<file path="config.mk">
export PLATFORM = sky130hd
export DESIGN_NAME = boot_checkpoint_seq
export DESIGN_NICKNAME = d
export VERILOG_FILES = /design/src/rtl/bootseq_pkg.sv /design/src/rtl/bootseq_qualifier.sv /design/src/rtl/bootseq_backoff.sv /design/src/rtl/bootseq_evidence.sv /design/src/rtl/boot_checkpoint_seq.sv
export SDC_FILE = /design/constraint.sdc
export NUM_CORES = 1
export LEC_CHECK = 0
export CELL_PAD_IN_SITES_DETAIL_PLACEMENT = 1
export CELL_PAD_IN_SITES_GLOBAL_PLACEMENT = 1
export CORE_MARGIN = 1.5
export CORE_UTILIZATION = 29
export DETAILED_ROUTE_END_ITERATION = 10
export DONT_BUFFER_PORTS = 1
export PLACE_DENSITY = 0.59
export SLEW_MARGIN = 40
export SYNTH_ARGS = -nofsm -noshare
export SYNTH_HDL_FRONTEND = slang
export SYNTH_SLANG_ARGS = --single-unit
</file>
<file path="constraint.sdc">
create_clock -name clk -period 6.2 [get_ports clk]
set_input_delay 1.24 -clock clk [delete_from_list [all_inputs] [get_ports clk]]
set_output_delay 1.24 -clock clk [all_outputs]
set_load 0.03 [all_outputs]
</file>
<file path="src/rtl/bootseq_pkg.sv">
package bootseq_pkg;
  localparam logic [2:0] STG_RAIL = 3'd0;
  localparam logic [2:0] STG_CLK  = 3'd1;
  localparam logic [2:0] STG_RREL = 3'd2;
  localparam logic [2:0] STG_LINK = 3'd3;
  localparam logic [2:0] STG_FLT  = 3'd4;
  localparam logic [2:0] STG_NONE = 3'd7;

  localparam logic [1:0] POL_HALT  = 2'd0;
  localparam logic [1:0] POL_SAFE  = 2'd1;
  localparam logic [1:0] POL_RETRY = 2'd2;

  localparam logic [1:0] RT_NONE  = 2'd0;
  localparam logic [1:0] RT_HALT  = 2'd1;
  localparam logic [1:0] RT_SAFE  = 2'd2;
  localparam logic [1:0] RT_RETRY = 2'd3;

  localparam logic [3:0] CAUSE_CRIT = 4'd6;

  typedef enum logic [1:0] {K_PASS = 2'd0, K_HALT = 2'd1, K_SAFE = 2'd2, K_RETRY = 2'd3} kind_e;
  typedef enum logic [2:0] {S_INIT, S_RUN, S_EMIT, S_BACKOFF, S_DONE, S_STOP} fsm_e;
  typedef enum logic [1:0] {A_NEXT, A_DONE, A_BACKOFF, A_STOP} act_e;
endpackage

</file>
<file path="src/rtl/bootseq_qualifier.sv">
module bootseq_qualifier #(
  parameter int HOLD_W = 16,
  parameter int TMO_W  = 16,
  parameter int CNT_W  = 8
) (
  input  logic              clk,
  input  logic              rst_n,
  input  logic              active,
  input  logic              cond,
  input  logic [HOLD_W-1:0] cfg_hold,
  input  logic [TMO_W-1:0]  cfg_timeout,
  output logic              pass,
  output logic              expire,
  output logic [CNT_W-1:0]  relock_cnt
);
  logic [HOLD_W-1:0] hold_cnt;
  logic [HOLD_W-1:0] hold_goal;
  logic [TMO_W-1:0]  tmo_cnt;

  assign hold_goal = (cfg_hold == '0) ? '0 : cfg_hold - HOLD_W'(1);
  assign pass      = active && cond && (hold_cnt >= hold_goal);
  assign expire    = active && (({1'b0, tmo_cnt} + (TMO_W+1)'(1)) >= {1'b0, cfg_timeout});

  always_ff @(posedge clk) begin
    if (!rst_n) begin
      hold_cnt   <= '0;
      tmo_cnt    <= '0;
      relock_cnt <= '0;
    end else begin
      if (!active) begin
        hold_cnt <= '0;
        tmo_cnt  <= '0;
      end else begin
        if (tmo_cnt != '1) tmo_cnt <= tmo_cnt + TMO_W'(1);
        if (cond) begin
          if (hold_cnt != '1) hold_cnt <= hold_cnt + HOLD_W'(1);
        end else begin
          hold_cnt <= '0;
        end
      end
      if (active && !cond && (hold_cnt != '0) && (relock_cnt != '1))
        relock_cnt <= relock_cnt + CNT_W'(1);
    end
  end


  glitch_count_chk: assert property (@(posedge clk) disable iff (!rst_n)
    (active && !cond && (hold_cnt != '0) && (relock_cnt != '1))
      |=> (relock_cnt == $past(relock_cnt) + CNT_W'(1)) && (hold_cnt == '0));
endmodule

</file>
<file path="src/rtl/bootseq_backoff.sv">
module bootseq_backoff #(
  parameter int W = 24
) (
  input  logic         clk,
  input  logic         rst_n,
  input  logic         load,
  input  logic [W-1:0] load_val,
  input  logic         en,
  output logic         zero
);
  logic [W-1:0] cnt;

  assign zero = (cnt == '0);

  always_ff @(posedge clk) begin
    if (!rst_n)               cnt <= '0;
    else if (load)            cnt <= load_val;
    else if (en && cnt != '0) cnt <= cnt - W'(1);
  end
endmodule

</file>
<file path="src/rtl/bootseq_evidence.sv">
module bootseq_evidence #(
  parameter int STAMP_W = 32
) (
  input  logic               clk,
  input  logic               rst_n,
  input  logic               load,
  input  logic [1:0]         in_kind,
  input  logic [2:0]         in_stage,
  input  logic [3:0]         in_cause,
  input  logic [STAMP_W-1:0] in_stamp,
  output logic               valid,
  input  logic               ready,
  output logic [1:0]         kind,
  output logic [2:0]         stage,
  output logic [3:0]         cause,
  output logic [STAMP_W-1:0] stamp
);
  always_ff @(posedge clk) begin
    if (!rst_n) begin
      valid <= 1'b0;
      kind  <= '0;
      stage <= '0;
      cause <= '0;
      stamp <= '0;
    end else if (load) begin
      valid <= 1'b1;
      kind  <= in_kind;
      stage <= in_stage;
      cause <= in_cause;
      stamp <= in_stamp;
    end else if (valid && ready) begin
      valid <= 1'b0;
    end
  end


  evid_hold_chk: assert property (@(posedge clk) disable iff (!rst_n)
    (valid && !ready) |=> (valid && $stable(kind) && $stable(stage) && $stable(cause) && $stable(stamp)));
endmodule

</file>
<file path="src/rtl/boot_checkpoint_seq.sv">
module boot_checkpoint_seq
  import bootseq_pkg::*;
#(
  parameter int HOLD_W    = 16,
  parameter int TMO_W     = 16,
  parameter int RETRY_W   = 3,
  parameter int BACKOFF_W = 16,
  parameter int FAULT_W   = 8,
  parameter int CNT_W     = 8,
  parameter int STAMP_W   = 32
) (
  input  logic                 clk,
  input  logic                 rst_n,
  input  logic [3:0]           boot_cause_i,
  input  logic                 boot_warm_i,
  input  logic [HOLD_W-1:0]    cfg_hold,
  input  logic [TMO_W-1:0]     cfg_timeout,
  input  logic [1:0]           cfg_route,
  input  logic [RETRY_W-1:0]   cfg_retry_max,
  input  logic [BACKOFF_W-1:0] cfg_backoff_base,
  input  logic [FAULT_W-1:0]   cfg_crit_mask,
  input  logic                 rail_ok,
  input  logic                 pll_lock,
  input  logic                 link_ready,
  input  logic [FAULT_W-1:0]   fault_bits,
  output logic                 rst_release,
  output logic [2:0]           cur_stage,
  output logic [2:0]           lkg_stage,
  output logic [1:0]           route,
  output logic                 boot_done,
  output logic [RETRY_W-1:0]   retry_cnt,
  output logic [CNT_W-1:0]     relock_cnt,
  output logic [3:0]           cause_cur,
  output logic [3:0]           cause_prev,
  output logic                 warm_tag,
  output logic                 evid_valid,
  input  logic                 evid_ready,
  output logic [1:0]           evid_kind,
  output logic [2:0]           evid_stage,
  output logic [3:0]           evid_cause,
  output logic [STAMP_W-1:0]   evid_stamp
);
  localparam int BO_W = BACKOFF_W + (1 << RETRY_W);

  fsm_e               state_q;
  act_e               act_q;
  logic [2:0]         stage_q, lkg_q;
  logic [1:0]         route_q;
  logic [RETRY_W-1:0] retry_q;
  logic [3:0]         ccur_q, cprev_q;
  logic               warm_q, rel_q;
  logic [STAMP_W-1:0] stamp_q;

  logic       run, cond, crit_any, crit_fail, ok_now, fail_now, can_retry;
  logic       q_pass, q_expire, bo_zero, evid_hs;
  logic [3:0] fail_cause;
  kind_e      fail_kind;
  logic [BO_W-1:0] bo_delay;

  assign crit_any = |(fault_bits & cfg_crit_mask);
  assign run      = (state_q == S_RUN);

  always_comb begin
    case (stage_q)
      STG_RAIL: cond = rail_ok;
      STG_CLK:  cond = pll_lock;
      STG_RREL: cond = rail_ok && pll_lock;
      STG_LINK: cond = link_ready;
      STG_FLT:  cond = !crit_any;
      default:  cond = 1'b0;
    endcase
  end

  bootseq_qualifier #(.HOLD_W(HOLD_W), .TMO_W(TMO_W), .CNT_W(CNT_W)) u_qual (
    .clk(clk), .rst_n(rst_n), .active(run), .cond(cond),
    .cfg_hold(cfg_hold), .cfg_timeout(cfg_timeout),
    .pass(q_pass), .expire(q_expire), .relock_cnt(relock_cnt)
  );

  always_comb begin
    crit_fail  = run && (stage_q == STG_FLT) && crit_any;
    ok_now     = run && !crit_fail && q_pass;
    fail_now   = crit_fail || (run && !q_pass && q_expire);
    fail_cause = crit_fail ? CAUSE_CRIT : {1'b0, stage_q + 3'd1};
    can_retry  = (cfg_route == POL_RETRY) && (retry_q < cfg_retry_max);
    if (can_retry)                  fail_kind = K_RETRY;
    else if (cfg_route == POL_SAFE) fail_kind = K_SAFE;
    else                            fail_kind = K_HALT;
  end

  assign bo_delay = BO_W'(cfg_backoff_base) << retry_q;

  bootseq_backoff #(.W(BO_W)) u_backoff (
    .clk(clk), .rst_n(rst_n),
    .load(fail_now && (fail_kind == K_RETRY)), .load_val(bo_delay),
    .en(state_q == S_BACKOFF), .zero(bo_zero)
  );

  bootseq_evidence #(.STAMP_W(STAMP_W)) u_evid (
    .clk(clk), .rst_n(rst_n),
    .load(ok_now || fail_now),
    .in_kind(ok_now ? K_PASS : fail_kind),
    .in_stage(stage_q),
    .in_cause(ok_now ? 4'd0 : fail_cause),
    .in_stamp(stamp_q),
    .valid(evid_valid), .ready(evid_ready),
    .kind(evid_kind), .stage(evid_stage), .cause(evid_cause), .stamp(evid_stamp)
  );

  assign evid_hs = evid_valid && evid_ready;

  always_ff @(posedge clk) begin
    if (!rst_n) begin
      state_q <= S_INIT;
      act_q   <= A_NEXT;
      stage_q <= STG_RAIL;
      lkg_q   <= STG_NONE;
      route_q <= RT_NONE;
      retry_q <= '0;
      ccur_q  <= '0;
      cprev_q <= '0;
      warm_q  <= 1'b0;
      rel_q   <= 1'b0;
      stamp_q <= '0;
    end else begin
      stamp_q <= stamp_q + STAMP_W'(1);
      case (state_q)
        S_INIT: begin
          ccur_q  <= boot_cause_i;
          cprev_q <= 4'd0;
          warm_q  <= boot_warm_i;
          stage_q <= STG_RAIL;
          state_q <= S_RUN;
        end
        S_RUN: begin
          if (ok_now) begin
            lkg_q   <= stage_q;
            if (stage_q == STG_CLK) rel_q <= 1'b1;
            act_q   <= (stage_q == STG_FLT) ? A_DONE : A_NEXT;
            state_q <= S_EMIT;
          end else if (fail_now) begin
            state_q <= S_EMIT;
            case (fail_kind)
              K_RETRY: begin
                retry_q <= retry_q + RETRY_W'(1);
                cprev_q <= ccur_q;
                ccur_q  <= {1'b1, fail_cause[2:0]};
                warm_q  <= 1'b1;
                lkg_q   <= STG_NONE;
                rel_q   <= 1'b0;
                route_q <= RT_RETRY;
                act_q   <= A_BACKOFF;
              end
              K_SAFE: begin
                route_q <= RT_SAFE;
                act_q   <= A_STOP;
              end
              default: begin
                route_q <= RT_HALT;
                rel_q   <= 1'b0;
                act_q   <= A_STOP;
              end
            endcase
          end
        end
        S_EMIT: begin
          if (evid_hs) begin
            case (act_q)
              A_NEXT: begin
                stage_q <= stage_q + 3'd1;
                state_q <= S_RUN;
              end
              A_DONE:    state_q <= S_DONE;
              A_BACKOFF: state_q <= S_BACKOFF;
              default:   state_q <= S_STOP;
            endcase
          end
        end
        S_BACKOFF: begin
          if (bo_zero) begin
            stage_q <= STG_RAIL;
            route_q <= RT_NONE;
            state_q <= S_RUN;
          end
        end
        default: ;
      endcase
    end
  end

  assign rst_release = rel_q;
  assign cur_stage   = stage_q;
  assign lkg_stage   = lkg_q;
  assign route       = route_q;
  assign boot_done   = (state_q == S_DONE);
  assign retry_cnt   = retry_q;
  assign cause_cur   = ccur_q;
  assign cause_prev  = cprev_q;
  assign warm_tag    = warm_q;


  rel_gate_chk: assert property (@(posedge clk) disable iff (!rst_n)
    rst_release |-> ((lkg_stage != STG_NONE) && (lkg_stage >= STG_CLK)));


  retry_bound_chk: assert property (@(posedge clk) disable iff (!rst_n)
    $rose(route == RT_RETRY) |-> (retry_cnt <= cfg_retry_max) && (retry_cnt != '0));


  one_route_chk: assert property (@(posedge clk) disable iff (!rst_n)
    boot_done |-> (route == RT_NONE));
endmodule

</file>
==> report_table.html, run 1 <==
<table>
<tr><th>Metric</th><th>Value</th></tr>
<tr><th colspan="2">Route</th></tr>
<tr><td>Detailed Routing Iterations Pass 1</td><td>4</td></tr>
<tr><td>Wire length per cell</td><td>16.7 um</td></tr>
<tr><td>Via count</td><td>7509</td></tr>
<tr><td>Total length of routed wires</td><td>24.8 mm</td></tr>
<tr><td>Ratio of routed vias to standard cells</td><td>5.07</td></tr>
<tr><td>First DRT Iteration DRCs</td><td>230</td></tr>
<tr><td>Number of routed nets with antenna violations</td><td>0</td></tr>
<tr><td>DRC</td><td>0</td></tr>
<tr><th colspan="2">STA</th></tr>
<tr><td>Minimum clock period</td><td>5.53 ns</td></tr>
<tr><td>Post-Route Setup TNS</td><td>0 ns</td></tr>
<tr><td>Final worst-path cycle share</td><td>0.892</td></tr>
<tr><td>Maximum achievable frequency</td><td>181 MHz</td></tr>
<tr><td>Max-slew violation count</td><td>0</td></tr>
<tr><td>Worst hold slack after final layout</td><td>0.471 ns</td></tr>
<tr><td>Max-slew headroom</td><td>0.501</td></tr>
<tr><td>Transition time at the pin with the least slew margin</td><td>0.748 ns</td></tr>
<tr><td>Number of failing setup endpoints in the final timing report</td><td>0</td></tr>
<tr><td>RSZ-0062 raised after global routing</td><td>false</td></tr>
<tr><td>Clock Skew</td><td>0.0118 ns</td></tr>
<tr><td>Number of endpoints with negative hold slack in the final report</td><td>0</td></tr>
<tr><th colspan="2">Setup path</th></tr>
<tr><td>R2r endpoint</td><td>u_backoff.cnt[17]</td></tr>
<tr><td>Critical path data arrival time</td><td>5.87 ns</td></tr>
<tr><td>Reg-to-reg startpoint</td><td>u_qual.tmo_cnt[0]</td></tr>
<tr><td>Kind of start point of the critical path</td><td>primary input</td></tr>
<tr><td>Worst setup slack for register-to-register paths</td><td>1.91 ns</td></tr>
<tr><td>Cells on worst reg2reg path</td><td>15</td></tr>
<tr><td>Required time at the worst-slack endpoint</td><td>6.54 ns</td></tr>
<tr><td>Biggest fanout along the worst timing path</td><td>45</td></tr>
<tr><td>Type of the setup path with the least slack</td><td>primary input to flip-flop</td></tr>
<tr><td>Type of destination of the critical path</td><td>flip-flop</td></tr>
<tr><th colspan="2">Floorplanning</th></tr>
<tr><td>Chip Height</td><td>179 um</td></tr>
<tr><td>Starting density of the core</td><td>0.295</td></tr>
<tr><td>Floorplan die area</td><td>0.0322 mm2</td></tr>
<tr><td>Top-Level Pins</td><td>152</td></tr>
<tr><td>Die extent in x</td><td>179 um</td></tr>
<tr><td>Std cell rows</td><td>64</td></tr>
<tr><td>Core area</td><td>0.0306 mm2</td></tr>
<tr><th colspan="2">Synthesis</th></tr>
<tr><td>Count of flip-flops with a built-in enable after synthesis</td><td>0</td></tr>
<tr><td>Most common flop cell mapped by yosys</td><td>sky130_fd_sc_hd__dfxtp_1</td></tr>
<tr><td>Fraction of synthesis flops using an asynchronous set or reset pin</td><td>0</td></tr>
<tr><td>Synthesized netlist net count</td><td>1220</td></tr>
<tr><td>Post-synthesis instance area</td><td>0.00903 mm2</td></tr>
<tr><td>Count of warnings emitted by yosys</td><td>0</td></tr>
<tr><td>Sequential element share of the synthesized area</td><td>0.361</td></tr>
<tr><td>Distinct cell type count of the synthesized netlist</td><td>66</td></tr>
<tr><td>Synthesized area divided by synthesized cell count</td><td>8.27 um2</td></tr>
<tr><td>Synthesized flop and latch total</td><td>163</td></tr>
<tr><td>Gate Count Post-Synth</td><td>1092</td></tr>
<tr><th colspan="2">Global route</th></tr>
<tr><td>Global-route wire length before repair</td><td>41.2 mm</td></tr>
<tr><td>Number of global-route vias before repair</td><td>7586</td></tr>
<tr><td>Total routing usage reported by global routing</td><td>0.157</td></tr>
<tr><td>Largest net degree at the start of global routing</td><td>59</td></tr>
<tr><td>Overall overflow remaining after global route</td><td>0</td></tr>
<tr><td>Number of antenna violations at the first check in global routing</td><td>0</td></tr>
<tr><th colspan="2">Clock tree</th></tr>
<tr><td>Post-CTS sizing</td><td>0</td></tr>
<tr><td>Hold-fix buffers, CTS</td><td>0</td></tr>
<tr><td>CTS H-tree depth</td><td>4</td></tr>
<tr><td>Clock buffer depth</td><td>2</td></tr>
<tr><td>Post-CTS setup buffer count</td><td>0</td></tr>
<tr><td>Number of clock buffers inserted by TritonCTS</td><td>17</td></tr>
<tr><td>TritonCTS clock tree</td><td>yes</td></tr>
<tr><td>Root buffer cell</td><td>sky130_fd_sc_hd__clkbuf_16</td></tr>
<tr><td>Clock transition at path regs</td><td>0.06 ns</td></tr>
<tr><td>Number of sinks driven by the clock tree</td><td>163</td></tr>
<tr><td>Skew-Pair Late Insertion Delay</td><td>0.43 ns</td></tr>
<tr><th colspan="2">Final layout</th></tr>
<tr><td>Fill count</td><td>3611</td></tr>
<tr><td>Core Util, Final</td><td>0.330</td></tr>
<tr><td>Area of the multi-input gates</td><td>0.00545 mm2</td></tr>
<tr><td>Fraction of final layout cells with drive strength greater than 1</td><td>0.0718</td></tr>
<tr><td>Signed area change from the synthesized netlist to the final layout</td><td>11.7%</td></tr>
<tr><td>Combined flip-flop and latch cell area</td><td>0.00326 mm2</td></tr>
<tr><td>Final instance area</td><td>0.0101 mm2</td></tr>
<tr><td>Number of antenna repair diodes</td><td>0</td></tr>
<tr><td>Number of nets in the finished design</td><td>1201</td></tr>
<tr><th colspan="2">Worst hold path</th></tr>
<tr><td>Hold path startpoint</td><td>stamp_q[0]</td></tr>
<tr><td>Tightest Hold Check Type</td><td>flip-flop to flip-flop</td></tr>
<tr><td>Endpoint with the worst hold slack</td><td>stamp_q[0]</td></tr>
<tr><td>Hold-critical path depth</td><td>1</td></tr>
<tr><th colspan="2">Pwr</th></tr>
<tr><td>Total power consumption of the routed design</td><td>3.13 mW</td></tr>
<tr><td>Leakage dissipation</td><td>3.77 nW</td></tr>
<tr><td>IR drop worst, VDD</td><td>0.184 mV</td></tr>
<tr><td>Power density relative to cell area</td><td>310 mW/mm2</td></tr>
<tr><th colspan="2">Placed design</th></tr>
<tr><td>Placed wire-length estimate</td><td>18.3 mm</td></tr>
<tr><td>Quantity of I/O buffers inserted on ports</td><td>0</td></tr>
<tr><td>Global placer's final weighted congestion</td><td>0.781</td></tr>
<tr><td>Placed Instance Area</td><td>0.00945 mm2</td></tr>
<tr><th colspan="2">Run</th></tr>
<tr><td>Number of max-cap violations</td><td>0</td></tr>
<tr><th colspan="2">Status</th></tr>
<tr><td>Run status</td><td>finished, final reports clean</td></tr>
</table>
[through the flow]
step,instances,worst slack (ns)
after CTS,1482,0.648
after floorplan,1092,0.873
after detailed placement,1450,0.225
after global placement,1450,0.469
after global routing,1482,0.148
final,1482,0.670
[sequential cells by signal, indices dropped and copies added (netlist names), 4 cells and up]
signal	count
u_qual.relock_cnt	8
u_backoff.cnt	24
cause_cur	4
stamp_q	32
cause_prev	4
u_qual.hold_cnt	16
u_qual.tmo_cnt	16
u_evid.stamp	32
[report_power, final]
| part | total [mW] | switching (mW) | leakage, nW | internal (mW) |
|---|---|---|---|---|
| Combinational | 0.747 | 0.439 | 2.15 | 0.308 |
| Clock | 1.15 | 0.486 | 0.309 | 0.662 |
| Sequential | 1.23 | 0.119 | 1.32 | 1.11 |
[Yosys cell counts (4+ instances only)]
| master | n | area [um2] |
|---|---|---|
| sky130_fd_sc_hd__or3_1 | 22 | 138 |
| sky130_fd_sc_hd__nand2_1 | 103 | 387 |
| sky130_fd_sc_hd__nand3b_1 | 6 | 45.0 |
| sky130_fd_sc_hd__nand4b_1 | 4 | 35.0 |
| sky130_fd_sc_hd__nor4_1 | 13 | 81.3 |
| sky130_fd_sc_hd__buf_1 | 4 | 15.0 |
| sky130_fd_sc_hd__nand4_1 | 16 | 100 |
| sky130_fd_sc_hd__nor2_1 | 159 | 597 |
| sky130_fd_sc_hd__nand2b_1 | 6 | 37.5 |
| sky130_fd_sc_hd__dfxtp_1 | 163 | 3260 |
| sky130_fd_sc_hd__clkbuf_1 | 35 | 131 |
| sky130_fd_sc_hd__and4_1 | 6 | 52.6 |
| sky130_fd_sc_hd__nor2b_1 | 5 | 31.3 |
| sky130_fd_sc_hd__a211oi_1 | 21 | 158 |
| sky130_fd_sc_hd__and3_1 | 17 | 106 |
| sky130_fd_sc_hd__o211ai_1 | 7 | 52.6 |
| sky130_fd_sc_hd__or4_1 | 4 | 30.0 |
| sky130_fd_sc_hd__or2_2 | 4 | 25.0 |
| sky130_fd_sc_hd__a21o_1 | 5 | 37.5 |
| sky130_fd_sc_hd__and2_1 | 11 | 68.8 |
| sky130_fd_sc_hd__nand3_1 | 45 | 225 |
| sky130_fd_sc_hd__o21ai_0 | 30 | 150 |
| sky130_fd_sc_hd__a21oi_1 | 48 | 240 |
| sky130_fd_sc_hd__mux2_2 | 8 | 90.1 |
| sky130_fd_sc_hd__o31a_1 | 5 | 43.8 |
| sky130_fd_sc_hd__o21a_1 | 4 | 30.0 |
| sky130_fd_sc_hd__buf_2 | 10 | 50.1 |
| sky130_fd_sc_hd__a31oi_1 | 6 | 37.5 |
| sky130_fd_sc_hd__o21ba_2 | 9 | 90.1 |
| sky130_fd_sc_hd__nor3_1 | 38 | 190 |
| sky130_fd_sc_hd__mux2i_1 | 59 | 591 |
| sky130_fd_sc_hd__xor2_1 | 49 | 429 |
| sky130_fd_sc_hd__o31ai_1 | 4 | 30.0 |
| sky130_fd_sc_hd__a32oi_1 | 4 | 35.0 |
| sky130_fd_sc_hd__inv_1 | 41 | 154 |
| sky130_fd_sc_hd__ha_1 | 48 | 601 |
| sky130_fd_sc_hd__xnor2_1 | 31 | 272 |
[critical path, stage by stage]
cell and delay, ns:
sky130_fd_sc_hd__or4_1 0.55, sky130_fd_sc_hd__or3_1 0.38, sky130_fd_sc_hd__nor4_1 0.28, sky130_fd_sc_hd__nand3_1 0.14, sky130_fd_sc_hd__xnor2_1 0.17, sky130_fd_sc_hd__nand2_1 0.08
sky130_fd_sc_hd__ha_1 0.29, sky130_fd_sc_hd__nand4_1 0.15, sky130_fd_sc_hd__a2111oi_0 0.39, sky130_fd_sc_hd__a211oi_1 0.26, sky130_fd_sc_hd__nor3_1 0.59, sky130_fd_sc_hd__nand3b_1 0.19
sky130_fd_sc_hd__buf_4 0.59, sky130_fd_sc_hd__o21ai_0 0.32, sky130_fd_sc_hd__a32oi_1 0.24
[cells in the final DEF, fill, tap and decap left out, types with 38 or more instances in the layout]
cell type	n
sky130_fd_sc_hd__dfxtp_1	163
sky130_fd_sc_hd__nor2_1	159
sky130_fd_sc_hd__nand2_1	103
sky130_fd_sc_hd__mux2i_1	59
sky130_fd_sc_hd__xor2_1	49
sky130_fd_sc_hd__ha_1	48
sky130_fd_sc_hd__a21oi_1	46
sky130_fd_sc_hd__nand3_1	45
sky130_fd_sc_hd__inv_1	40
sky130_fd_sc_hd__nor3_1	38
[worst max path at each step]
stage | start | depth (start not counted) | endpoint
floorplan | cfg_hold[9] | 17 | retry_cnt[0]
global placement | cfg_hold[9] | 16 | lkg_stage[0]
detailed placement | cfg_hold[9] | 15 | lkg_stage[2]
CTS | cfg_hold[9] | 15 | lkg_stage[2]
global route | cfg_hold[9] | 15 | lkg_stage[2]
finish | cfg_hold[9] | 15 | lkg_stage[2]
[metal layers]
metal | global-route usage | vias to the layer above | part of all wire
li1 | - | 3806 | -
met1 | 0.213 | 3567 | 0.49
met2 | 0.244 | 121 | 0.44
met3 | 0.0450 | 15 | 0.054
met4 | 0.0390 | 0 | 0.013
met5 | 0 | - | 0
[logic make-up after synthesis]
kind of cell | after synthesis | synth area share
AO/OA/AOI/OAI | 169 | 0.124
AND/OR/NAND/NOR | 472 | 0.253
other | 1 | 0.000415
flip-flops | 163 | 0.361
multiplexers | 68 | 0.0778
XOR/XNOR | 80 | 0.0776
buffers and inverters | 91 | 0.0396
adder cells (fa/ha/maj) | 48 | 0.0665
[cell type report]
| class | instances | area share |
|---|---|---|
| multi-input cells | 838 | 0.540 |
| repair buffers | 12 | 0.0102 |
| clock buffers | 19 | 0.0439 |
| clock inverters | 13 | 0.0183 |
| flip-flops and latches | 163 | 0.323 |
| well taps | 396 | 0.0491 |
| inverters | 41 | 0.0154 |
Note: power is estimated with default switching activity, not from simulation.
==> run 2, diff against run 1 <==
--- a/config.mk
+++ b/config.mk
@@ -5,13 +5,11 @@
 export SDC_FILE = /design/constraint.sdc
 export NUM_CORES = 1
 export LEC_CHECK = 0
-export CELL_PAD_IN_SITES_DETAIL_PLACEMENT = 1
-export CELL_PAD_IN_SITES_GLOBAL_PLACEMENT = 1
 export CORE_MARGIN = 1.5
 export CORE_UTILIZATION = 29
 export DETAILED_ROUTE_END_ITERATION = 10
 export DONT_BUFFER_PORTS = 1
-export PLACE_DENSITY = 0.59
+export PLACE_DENSITY = 0.49
 export SLEW_MARGIN = 40
 export SYNTH_ARGS = -nofsm -noshare
 export SYNTH_HDL_FRONTEND = slang
==> report_table.html, run 2 (same netlist as run 1, synthesis figures left out) <==
<table>
<tr><th>Metric</th><th>Value</th></tr>
<tr><th colspan="2">Status</th></tr>
<tr><td>Run status</td><td>finished, final reports clean</td></tr>
<tr><th colspan="2">Setup path</th></tr>
<tr><td>Critical path data arrival time</td><td>5.75 ns (-0.12 ns)</td></tr>
<tr><td>Kind of start point of the critical path</td><td>primary input</td></tr>
<tr><td>R2r endpoint</td><td>lkg_stage[2]</td></tr>
<tr><td>Type of the setup path with the least slack</td><td>primary input to flip-flop</td></tr>
<tr><td>Biggest fanout along the worst timing path</td><td>45 (unchanged)</td></tr>
<tr><td>Worst setup slack for register-to-register paths</td><td>1.88 ns (-0.03 ns)</td></tr>
<tr><td>Required time at the worst-slack endpoint</td><td>6.54 ns (about the same)</td></tr>
<tr><td>Reg-to-reg startpoint</td><td>u_qual.tmo_cnt[0]</td></tr>
<tr><td>Cells on worst reg2reg path</td><td>15 (unchanged)</td></tr>
<tr><td>Type of destination of the critical path</td><td>flip-flop</td></tr>
<tr><th colspan="2">Route</th></tr>
<tr><td>DRC</td><td>0 (unchanged)</td></tr>
<tr><td>First DRT Iteration DRCs</td><td>313 (+36%)</td></tr>
<tr><td>Total length of routed wires</td><td>23.4 mm (-5.7%)</td></tr>
<tr><td>Number of routed nets with antenna violations</td><td>0 (unchanged)</td></tr>
<tr><td>Detailed Routing Iterations Pass 1</td><td>4 (unchanged)</td></tr>
<tr><td>Via count</td><td>7350 (-2.1%)</td></tr>
<tr><td>Ratio of routed vias to standard cells</td><td>4.97 (-2.0%)</td></tr>
<tr><td>Wire length per cell</td><td>15.8 um (-5.6%)</td></tr>
<tr><th colspan="2">Pwr</th></tr>
<tr><td>Internal Dissipation</td><td>2.03 mW (-2.7%)</td></tr>
<tr><td>Part of the power in registers</td><td>0.405 (+0.011)</td></tr>
<tr><td>Power density relative to cell area</td><td>301 mW/mm2 (-2.7%)</td></tr>
<tr><td>Comb pwr share</td><td>0.249 (+0.010)</td></tr>
<tr><td>Leakage dissipation</td><td>3.73 nW (-1.1%)</td></tr>
<tr><td>Clock group share of total power</td><td>0.347 (-0.020)</td></tr>
<tr><td>Switching pwr</td><td>997 uW (-4.5%)</td></tr>
<tr><td>Net Sw Frac</td><td>0.330 (-0.00419)</td></tr>
<tr><td>IR drop worst, VDD</td><td>0.215 mV (+17%)</td></tr>
<tr><th colspan="2">STA</th></tr>
<tr><td>Post-Route Setup TNS</td><td>0 ns (unchanged)</td></tr>
<tr><td>Maximum achievable frequency</td><td>185 MHz (+2.2%)</td></tr>
<tr><td>Max-slew headroom</td><td>0.463 (-0.0385)</td></tr>
<tr><td>Minimum clock period</td><td>5.41 ns (-0.121 ns)</td></tr>
<tr><td>Clock Skew</td><td>0.00809 ns (-0.00369 ns)</td></tr>
<tr><td>Number of endpoints with negative hold slack in the final report</td><td>0 (unchanged)</td></tr>
<tr><td>Max-slew violation count</td><td>0 (unchanged)</td></tr>
<tr><td>RSZ-0062 raised after global routing</td><td>false</td></tr>
<tr><td>Number of failing setup endpoints in the final timing report</td><td>0 (unchanged)</td></tr>
<tr><td>Transition time at the pin with the least slew margin</td><td>0.800 ns (+0.0516 ns)</td></tr>
<tr><td>Final worst-path cycle share</td><td>0.872 (-0.0195)</td></tr>
<tr><th colspan="2">Global route</th></tr>
<tr><td>Total routing usage reported by global routing</td><td>0.144 (-0.0128)</td></tr>
<tr><td>Number of global-route vias before repair</td><td>7254 (-4.4%)</td></tr>
<tr><td>Largest net degree at the start of global routing</td><td>77 (+31%)</td></tr>
<tr><td>Overall overflow remaining after global route</td><td>0 (unchanged)</td></tr>
<tr><td>Number of antenna violations at the first check in global routing</td><td>0 (unchanged)</td></tr>
<tr><td>Global-route wire length before repair</td><td>37.8 mm (-8.3%)</td></tr>
<tr><th colspan="2">Placed design</th></tr>
<tr><td>Post-Place Cells</td><td>1449 (-0.069%)</td></tr>
<tr><td>Placed Instance Area</td><td>0.00946 mm2 (about the same)</td></tr>
<tr><td>Global placer's final weighted congestion</td><td>0.774 (-0.99%)</td></tr>
<tr><td>Placed wire-length estimate</td><td>17.0 mm (-7.0%)</td></tr>
<tr><td>Quantity of I/O buffers inserted on ports</td><td>0 (unchanged)</td></tr>
<tr><th colspan="2">Clock tree</th></tr>
<tr><td>Clock buffer depth</td><td>2 (unchanged)</td></tr>
<tr><td>Number of clock buffers inserted by TritonCTS</td><td>17 (unchanged)</td></tr>
<tr><td>Skew-Pair Late Insertion Delay</td><td>0.43 ns (about the same)</td></tr>
<tr><td>Clock transition at path regs</td><td>0.06 ns (about the same)</td></tr>
<tr><td>CTS H-tree depth</td><td>4 (unchanged)</td></tr>
<tr><td>Number of sinks driven by the clock tree</td><td>163 (unchanged)</td></tr>
<tr><td>Post-CTS sizing</td><td>0 (unchanged)</td></tr>
<tr><td>Post-CTS setup buffer count</td><td>0 (unchanged)</td></tr>
<tr><td>Hold-fix buffers, CTS</td><td>0 (unchanged)</td></tr>
<tr><td>TritonCTS clock tree</td><td>yes</td></tr>
<tr><td>Root buffer cell</td><td>sky130_fd_sc_hd__clkbuf_16</td></tr>
<tr><th colspan="2">Worst hold path</th></tr>
<tr><td>Hold path startpoint</td><td>stamp_q[0]</td></tr>
<tr><td>Hold-critical path depth</td><td>1 (unchanged)</td></tr>
<tr><td>Tightest Hold Check Type</td><td>flip-flop to flip-flop</td></tr>
<tr><td>Endpoint with the worst hold slack</td><td>stamp_q[0]</td></tr>
<tr><th colspan="2">Final layout</th></tr>
<tr><td>Leading cell types in the layout, fill and taps excluded</td><td>163 x sky130_fd_sc_hd__dfxtp_1, 159 x sky130_fd_sc_hd__nor2_1, 103 x sky130_fd_sc_hd__nand2_1</td></tr>
<tr><td>Most common cell after layout, fill and taps aside</td><td>sky130_fd_sc_hd__dfxtp_1</td></tr>
<tr><td>Fin cells</td><td>1480 (-0.13%)</td></tr>
<tr><td>Number of antenna repair diodes</td><td>0 (unchanged)</td></tr>
<tr><td>Number of nets in the finished design</td><td>1200 (-0.083%)</td></tr>
<tr><td>Core Util, Final</td><td>0.328 (-0.00184)</td></tr>
<tr><td>Area of the multi-input gates</td><td>0.00545 mm2 (about the same)</td></tr>
<tr><td>Fraction of final layout cells with drive strength greater than 1</td><td>0.0692 (-0.00264)</td></tr>
<tr><td>Final instance area</td><td>0.0100 mm2 (-0.56%)</td></tr>
<tr><td>Largest registers</td><td>stamp_q: 32 flops, u_evid.stamp: 32 flops, u_backoff.cnt: 24 flops</td></tr>
<tr><td>Fill count</td><td>3246 (-10%)</td></tr>
<tr><td>Signed area change from the synthesized netlist to the final layout</td><td>11.1%</td></tr>
<tr><td>Combined flip-flop and latch cell area</td><td>0.00326 mm2 (unchanged)</td></tr>
<tr><th colspan="2">Run</th></tr>
<tr><td>Number of max-cap violations</td><td>0 (unchanged)</td></tr>
<tr><th colspan="2">Floorplanning</th></tr>
<tr><td>Top-Level Pins</td><td>152 (unchanged)</td></tr>
<tr><td>Std cell rows</td><td>64 (unchanged)</td></tr>
<tr><td>Floorplan die area</td><td>0.0322 mm2 (unchanged)</td></tr>
<tr><td>Chip Height</td><td>179 um (unchanged)</td></tr>
<tr><td>Starting density of the core</td><td>0.295 (unchanged)</td></tr>
<tr><td>Die extent in x</td><td>179 um (unchanged)</td></tr>
<tr><td>Core area</td><td>0.0306 mm2 (unchanged)</td></tr>
</table>
## run 2: area by class of cell
type                    instances  area share
clock buffers                  20      0.0445
clock inverters                11      0.0130
inverters                      41      0.0155
multi-input cells             838       0.543
flip-flops and latches        163       0.325
well taps                     396      0.0494
repair buffers                 11     0.00985
## run 2: power by group through the flow
stage / registers (mW) / logic (mW) / clock network (mW)
3_5_place_dp: 1.25 / 0.757 / 0
5_1_grt: 1.24 / 0.856 / 1.13
4_1_cts: 1.22 / 0.765 / 1.09
6_report: 1.22 / 0.752 / 1.05
2_1_floorplan: 1.23 / 0.594 / 0
3_3_place_gp: 1.25 / 0.746 / 0
## run 2: through the flow
step                      hold slack (ns)  power [mW]  worst slack [ns]
final                               0.476        3.03             0.791
after global routing                0.524        3.22             0.479
after CTS                           0.475        3.08             0.845
after detailed placement            0.460        2.01             0.391
after global placement              0.450        1.99             0.403
after floorplan                     0.429        1.83             0.873
## run 2: critical path, stage by stage
cell,delay [ns]
sky130_fd_sc_hd__or4_1,0.55
sky130_fd_sc_hd__or3_1,0.38
sky130_fd_sc_hd__nor4_1,0.26
sky130_fd_sc_hd__nand3_1,0.14
sky130_fd_sc_hd__xnor2_1,0.18
sky130_fd_sc_hd__nand2_1,0.09
sky130_fd_sc_hd__ha_1,0.29
sky130_fd_sc_hd__nand4_1,0.15
sky130_fd_sc_hd__a2111oi_0,0.51
sky130_fd_sc_hd__a211oi_1,0.29
sky130_fd_sc_hd__nor3_1,0.19
sky130_fd_sc_hd__buf_4,0.17
sky130_fd_sc_hd__nand3b_1,0.10
sky130_fd_sc_hd__buf_4,0.59
sky130_fd_sc_hd__o21ai_0,0.34
sky130_fd_sc_hd__a32oi_1,0.25
## run 2: metal layers
metal,wire [um],global-route usage,up-vias
met5,0,0,-
met4,351,0.0383,0
met3,1190,0.0432,18
met2,10800,0.238,105
met1,11100,0.183,3430
li1,-,-,3797
## run 2: how the worst max path moves through the flow
stage / startpoint / endpoint / slack (ns) / cells past startpoint
after global placement: cfg_hold[9] / lkg_stage[1] / 0.40 / 16
after CTS: cfg_hold[9] / u_backoff.cnt[20] / 0.85 / 16
after floorplan: cfg_hold[9] / retry_cnt[0] / 0.87 / 17
after detailed placement: cfg_hold[9] / u_backoff.cnt[20] / 0.39 / 16
final: cfg_hold[9] / lkg_stage[2] / 0.79 / 16
after global routing: cfg_hold[9] / lkg_stage[2] / 0.48 / 16
==> run 3, diff against run 2 <==
--- a/config.mk
+++ b/config.mk
@@ -6,10 +6,10 @@
 export NUM_CORES = 1
 export LEC_CHECK = 0
 export CORE_MARGIN = 1.5
-export CORE_UTILIZATION = 29
+export CORE_UTILIZATION = 45
 export DETAILED_ROUTE_END_ITERATION = 10
 export DONT_BUFFER_PORTS = 1
-export PLACE_DENSITY = 0.49
+export PLACE_DENSITY = 0.66
 export SLEW_MARGIN = 40
 export SYNTH_ARGS = -nofsm -noshare
 export SYNTH_HDL_FRONTEND = slang
==> report_table.html, run 3 (same netlist as run 1, synthesis figures left out) <==
<table>
<tr><th>Metric</th><th>Value</th></tr>
<tr><th colspan="2">Setup path</th></tr>
<tr><td>Kind of start point of the critical path</td><td>primary input</td></tr>
<tr><td>Type of the setup path with the least slack</td><td>primary input to flip-flop</td></tr>
<tr><td>Worst path cell trace</td><td>or4_1 -&gt; or3_1 -&gt; nor4_1 -&gt; nand4b_1 -&gt; buf_4 -&gt; nand2_1 -&gt; ha_1 -&gt; a211oi_1 -&gt; nor2_1 -&gt; or3_1 -&gt; a211oi_1 -&gt; o22ai_1 -&gt; a21oi_4 -&gt; buf_12 -&gt; mux2_2 -&gt; nor2_1</td></tr>
<tr><td>Critical path data arrival time</td><td>5.66 ns (-0.09 ns)</td></tr>
<tr><td>Crit-path max cell delay</td><td>0.55 ns (-0.04 ns)</td></tr>
<tr><td>Type of destination of the critical path</td><td>flip-flop</td></tr>
<tr><td>Worst setup slack for register-to-register paths</td><td>2.10 ns (+0.22 ns)</td></tr>
<tr><td>Required time at the worst-slack endpoint</td><td>6.56 ns (+0.02 ns)</td></tr>
<tr><td>Biggest fanout along the worst timing path</td><td>48 (+6.7%)</td></tr>
<tr><td>Worst-path cell with the longest stage delay</td><td>sky130_fd_sc_hd__or4_1</td></tr>
<tr><th colspan="2">STA</th></tr>
<tr><td>Number of endpoints with negative hold slack in the final report</td><td>0 (unchanged)</td></tr>
<tr><td>Max-slew violation count</td><td>0 (unchanged)</td></tr>
<tr><td>Clock Skew</td><td>0.00812 ns (+0.0000251 ns)</td></tr>
<tr><td>Post-Route Setup TNS</td><td>0 ns (unchanged)</td></tr>
<tr><td>Minimum clock period</td><td>5.30 ns (-0.111 ns)</td></tr>
<tr><td>Transition time at the pin with the least slew margin</td><td>0.690 ns (-0.110 ns)</td></tr>
<tr><td>Final setup margin</td><td>0.902 ns (+0.111 ns)</td></tr>
<tr><td>Number of failing setup endpoints in the final timing report</td><td>0 (unchanged)</td></tr>
<tr><td>Maximum achievable frequency</td><td>189 MHz (+2.1%)</td></tr>
<tr><td>Max-slew headroom</td><td>0.536 (+0.0732)</td></tr>
<tr><td>Final worst-path cycle share</td><td>0.854 (-0.0179)</td></tr>
<tr><td>RSZ-0062 raised after global routing</td><td>false</td></tr>
<tr><th colspan="2">Floorplanning</th></tr>
<tr><td>Chip Height</td><td>145 um (-19%)</td></tr>
<tr><td>Floorplan die area</td><td>0.0209 mm2 (-35%)</td></tr>
<tr><td>Std cell rows</td><td>51 (-20%)</td></tr>
<tr><td>Top-Level Pins</td><td>152 (unchanged)</td></tr>
<tr><td>Die extent in x</td><td>145 um (-19%)</td></tr>
<tr><td>Core area</td><td>0.0196 mm2 (-36%)</td></tr>
<tr><td>Starting density of the core</td><td>0.461 (+0.166)</td></tr>
<tr><th colspan="2">Clock tree</th></tr>
<tr><td>TritonCTS clock tree</td><td>yes</td></tr>
<tr><td>Post-CTS setup buffer count</td><td>0 (unchanged)</td></tr>
<tr><td>Number of sinks driven by the clock tree</td><td>163 (unchanged)</td></tr>
<tr><td>Clock transition at path regs</td><td>0.06 ns (about the same)</td></tr>
<tr><td>Number of clock buffers inserted by TritonCTS</td><td>17 (unchanged)</td></tr>
<tr><td>CTS H-tree depth</td><td>4 (unchanged)</td></tr>
<tr><td>Skew-Pair Late Insertion Delay</td><td>0.43 ns (about the same)</td></tr>
<tr><td>Root buffer cell</td><td>sky130_fd_sc_hd__clkbuf_16</td></tr>
<tr><td>Hold-fix buffers, CTS</td><td>0 (unchanged)</td></tr>
<tr><td>Post-CTS sizing</td><td>0 (unchanged)</td></tr>
<tr><td>Clock buffer depth</td><td>2 (unchanged)</td></tr>
<tr><th colspan="2">Global route</th></tr>
<tr><td>Number of global-route vias before repair</td><td>6762 (-6.8%)</td></tr>
<tr><td>Largest net degree at the start of global routing</td><td>61 (-21%)</td></tr>
<tr><td>Global-route wire length before repair</td><td>32.9 mm (-13%)</td></tr>
<tr><td>Total routing usage reported by global routing</td><td>0.199 (+0.0545)</td></tr>
<tr><td>Number of antenna violations at the first check in global routing</td><td>0 (unchanged)</td></tr>
<tr><td>Overall overflow remaining after global route</td><td>0 (unchanged)</td></tr>
<tr><th colspan="2">Placed design</th></tr>
<tr><td>Post-Place Cells</td><td>1316 (-9.2%)</td></tr>
<tr><td>Pre-CTS worst setup slack</td><td>0.483 ns (+0.0923 ns)</td></tr>
<tr><td>Quantity of I/O buffers inserted on ports</td><td>0 (unchanged)</td></tr>
<tr><td>Placed Instance Area</td><td>0.00929 mm2 (-1.8%)</td></tr>
<tr><td>Global placer's final weighted congestion</td><td>0.886 (+15%)</td></tr>
<tr><td>Placed wire-length estimate</td><td>15.0 mm (-12%)</td></tr>
<tr><th colspan="2">Final layout</th></tr>
<tr><td>Fraction of final layout cells with drive strength greater than 1</td><td>0.0693 (+0.000128)</td></tr>
<tr><td>Leading cell types in the layout, fill and taps excluded</td><td>163 x sky130_fd_sc_hd__dfxtp_1, 159 x sky130_fd_sc_hd__nor2_1, 103 x sky130_fd_sc_hd__nand2_1</td></tr>
<tr><td>Area of the multi-input gates</td><td>0.00545 mm2 (+0.11%)</td></tr>
<tr><td>Largest registers</td><td>stamp_q: 32 flops, u_evid.stamp: 32 flops, u_backoff.cnt: 24 flops</td></tr>
<tr><td>Signed area change from the synthesized netlist to the final layout</td><td>9.17%</td></tr>
<tr><td>Most common cell after layout, fill and taps aside</td><td>sky130_fd_sc_hd__dfxtp_1</td></tr>
<tr><td>Fin cells</td><td>1347 (-9.0%)</td></tr>
<tr><td>Fill count</td><td>1895 (-42%)</td></tr>
<tr><td>Number of antenna repair diodes</td><td>0 (unchanged)</td></tr>
<tr><td>Combined flip-flop and latch cell area</td><td>0.00326 mm2 (unchanged)</td></tr>
<tr><td>Number of nets in the finished design</td><td>1198 (-0.17%)</td></tr>
<tr><td>Final instance area</td><td>0.00986 mm2 (-1.7%)</td></tr>
<tr><th colspan="2">Route</th></tr>
<tr><td>Wire length per cell</td><td>15.3 um (-3.3%)</td></tr>
<tr><td>Detailed Routing Iterations Pass 1</td><td>4 (unchanged)</td></tr>
<tr><td>First DRT Iteration DRCs</td><td>342 (+9.3%)</td></tr>
<tr><td>Ratio of routed vias to standard cells</td><td>5.50 (+11%)</td></tr>
<tr><td>Number of routed nets with antenna violations</td><td>0 (unchanged)</td></tr>
<tr><td>Total length of routed wires</td><td>20.6 mm (-12%)</td></tr>
<tr><td>DRC</td><td>0 (unchanged)</td></tr>
<tr><td>Via count</td><td>7413 (+0.86%)</td></tr>
<tr><th colspan="2">Pwr</th></tr>
<tr><td>Leakage dissipation</td><td>3.72 nW (-0.21%)</td></tr>
<tr><td>Power density relative to cell area</td><td>303 mW/mm2 (+0.60%)</td></tr>
<tr><td>IR drop worst, VDD</td><td>0.202 mV (-5.9%)</td></tr>
<tr><th colspan="2">Worst hold path</th></tr>
<tr><td>Tightest Hold Check Type</td><td>flip-flop to flip-flop</td></tr>
<tr><th colspan="2">Status</th></tr>
<tr><td>Run status</td><td>finished, final reports clean</td></tr>
<tr><th colspan="2">Run</th></tr>
<tr><td>Number of max-cap violations</td><td>0 (unchanged)</td></tr>
</table>
[run 3: cell count changes in the layout (fill, tap and decap cells not counted)]
cell,before,now
sky130_fd_sc_hd__buf_12,1,2
sky130_fd_sc_hd__buf_4,9,7
sky130_fd_sc_hd__buf_6,1,0
sky130_fd_sc_hd__bufinv_16,2,1
sky130_fd_sc_hd__clkbuf_1,2,1
sky130_fd_sc_hd__clkinv_4,2,1
sky130_fd_sc_hd__clkinvlp_4,4,3
sky130_fd_sc_hd__inv_6,2,4
sky130_fd_sc_hd__inv_8,0,2
sky130_fd_sc_hd__nor4_1,12,11
sky130_fd_sc_hd__nor4_2,1,2
[run 3: final cells by class]
cell class | instances | share of cell area
clock buffers | 19 | 0.0449
clock inverters | 12 | 0.0126
inverters | 41 | 0.0157
multi-input cells | 838 | 0.553
flip-flops and latches | 163 | 0.331
well taps | 265 | 0.0336
repair buffers | 9 | 0.00939
[run 3: through the flow]
| stage | util | power (mW) | hold WS [ns] |
|---|---|---|---|
| after detailed placement | 0.474 | 1.98 | 0.471 |
| after global routing | 0.503 | 3.15 | 0.500 |
| final | 0.503 | 2.99 | 0.485 |
| after CTS | 0.503 | 3.01 | 0.487 |
| after floorplan | - | 1.83 | 0.429 |
| after global placement | 0.473 | 1.97 | 0.452 |
[run 3: final timing paths]
path,start,end,cells past startpoint
worst max-delay path,cfg_hold[9],u_backoff.cnt[20],16
worst min-delay path,stamp_q[0],stamp_q[0],1
worst max register to register,u_qual.tmo_cnt[0],u_backoff.cnt[17],15
worst min register to register,stamp_q[0],stamp_q[0],1
[run 3: report_power, final]
group	total, mW	internal [mW]	leakage (nW)	switching [mW]
Combinational	0.737	0.307	2.14	0.430
Clock	1.02	0.571	0.271	0.450
Sequential	1.23	1.11	1.32	0.118
Total	2.99	1.99	3.72	0.998
[run 3: metal layers]
layer  vias up  global-route usage  routed length, um
li1       3806                   -                  -
met1      3476               0.253               9550
met2       114               0.331               9700
met3        17              0.0579               1100
met4         0              0.0489                209
met5         -                   0                  0
[run 3: worst max-delay path: cells and delay by family]
family	cells	cell delay, ns
adders and majority gates	1	0.23
and+or+nand+nor	8	1.93
muxes	1	0.36
AOI/OAI and AO/OA	4	1.41
buffers and inverters	2	0.46
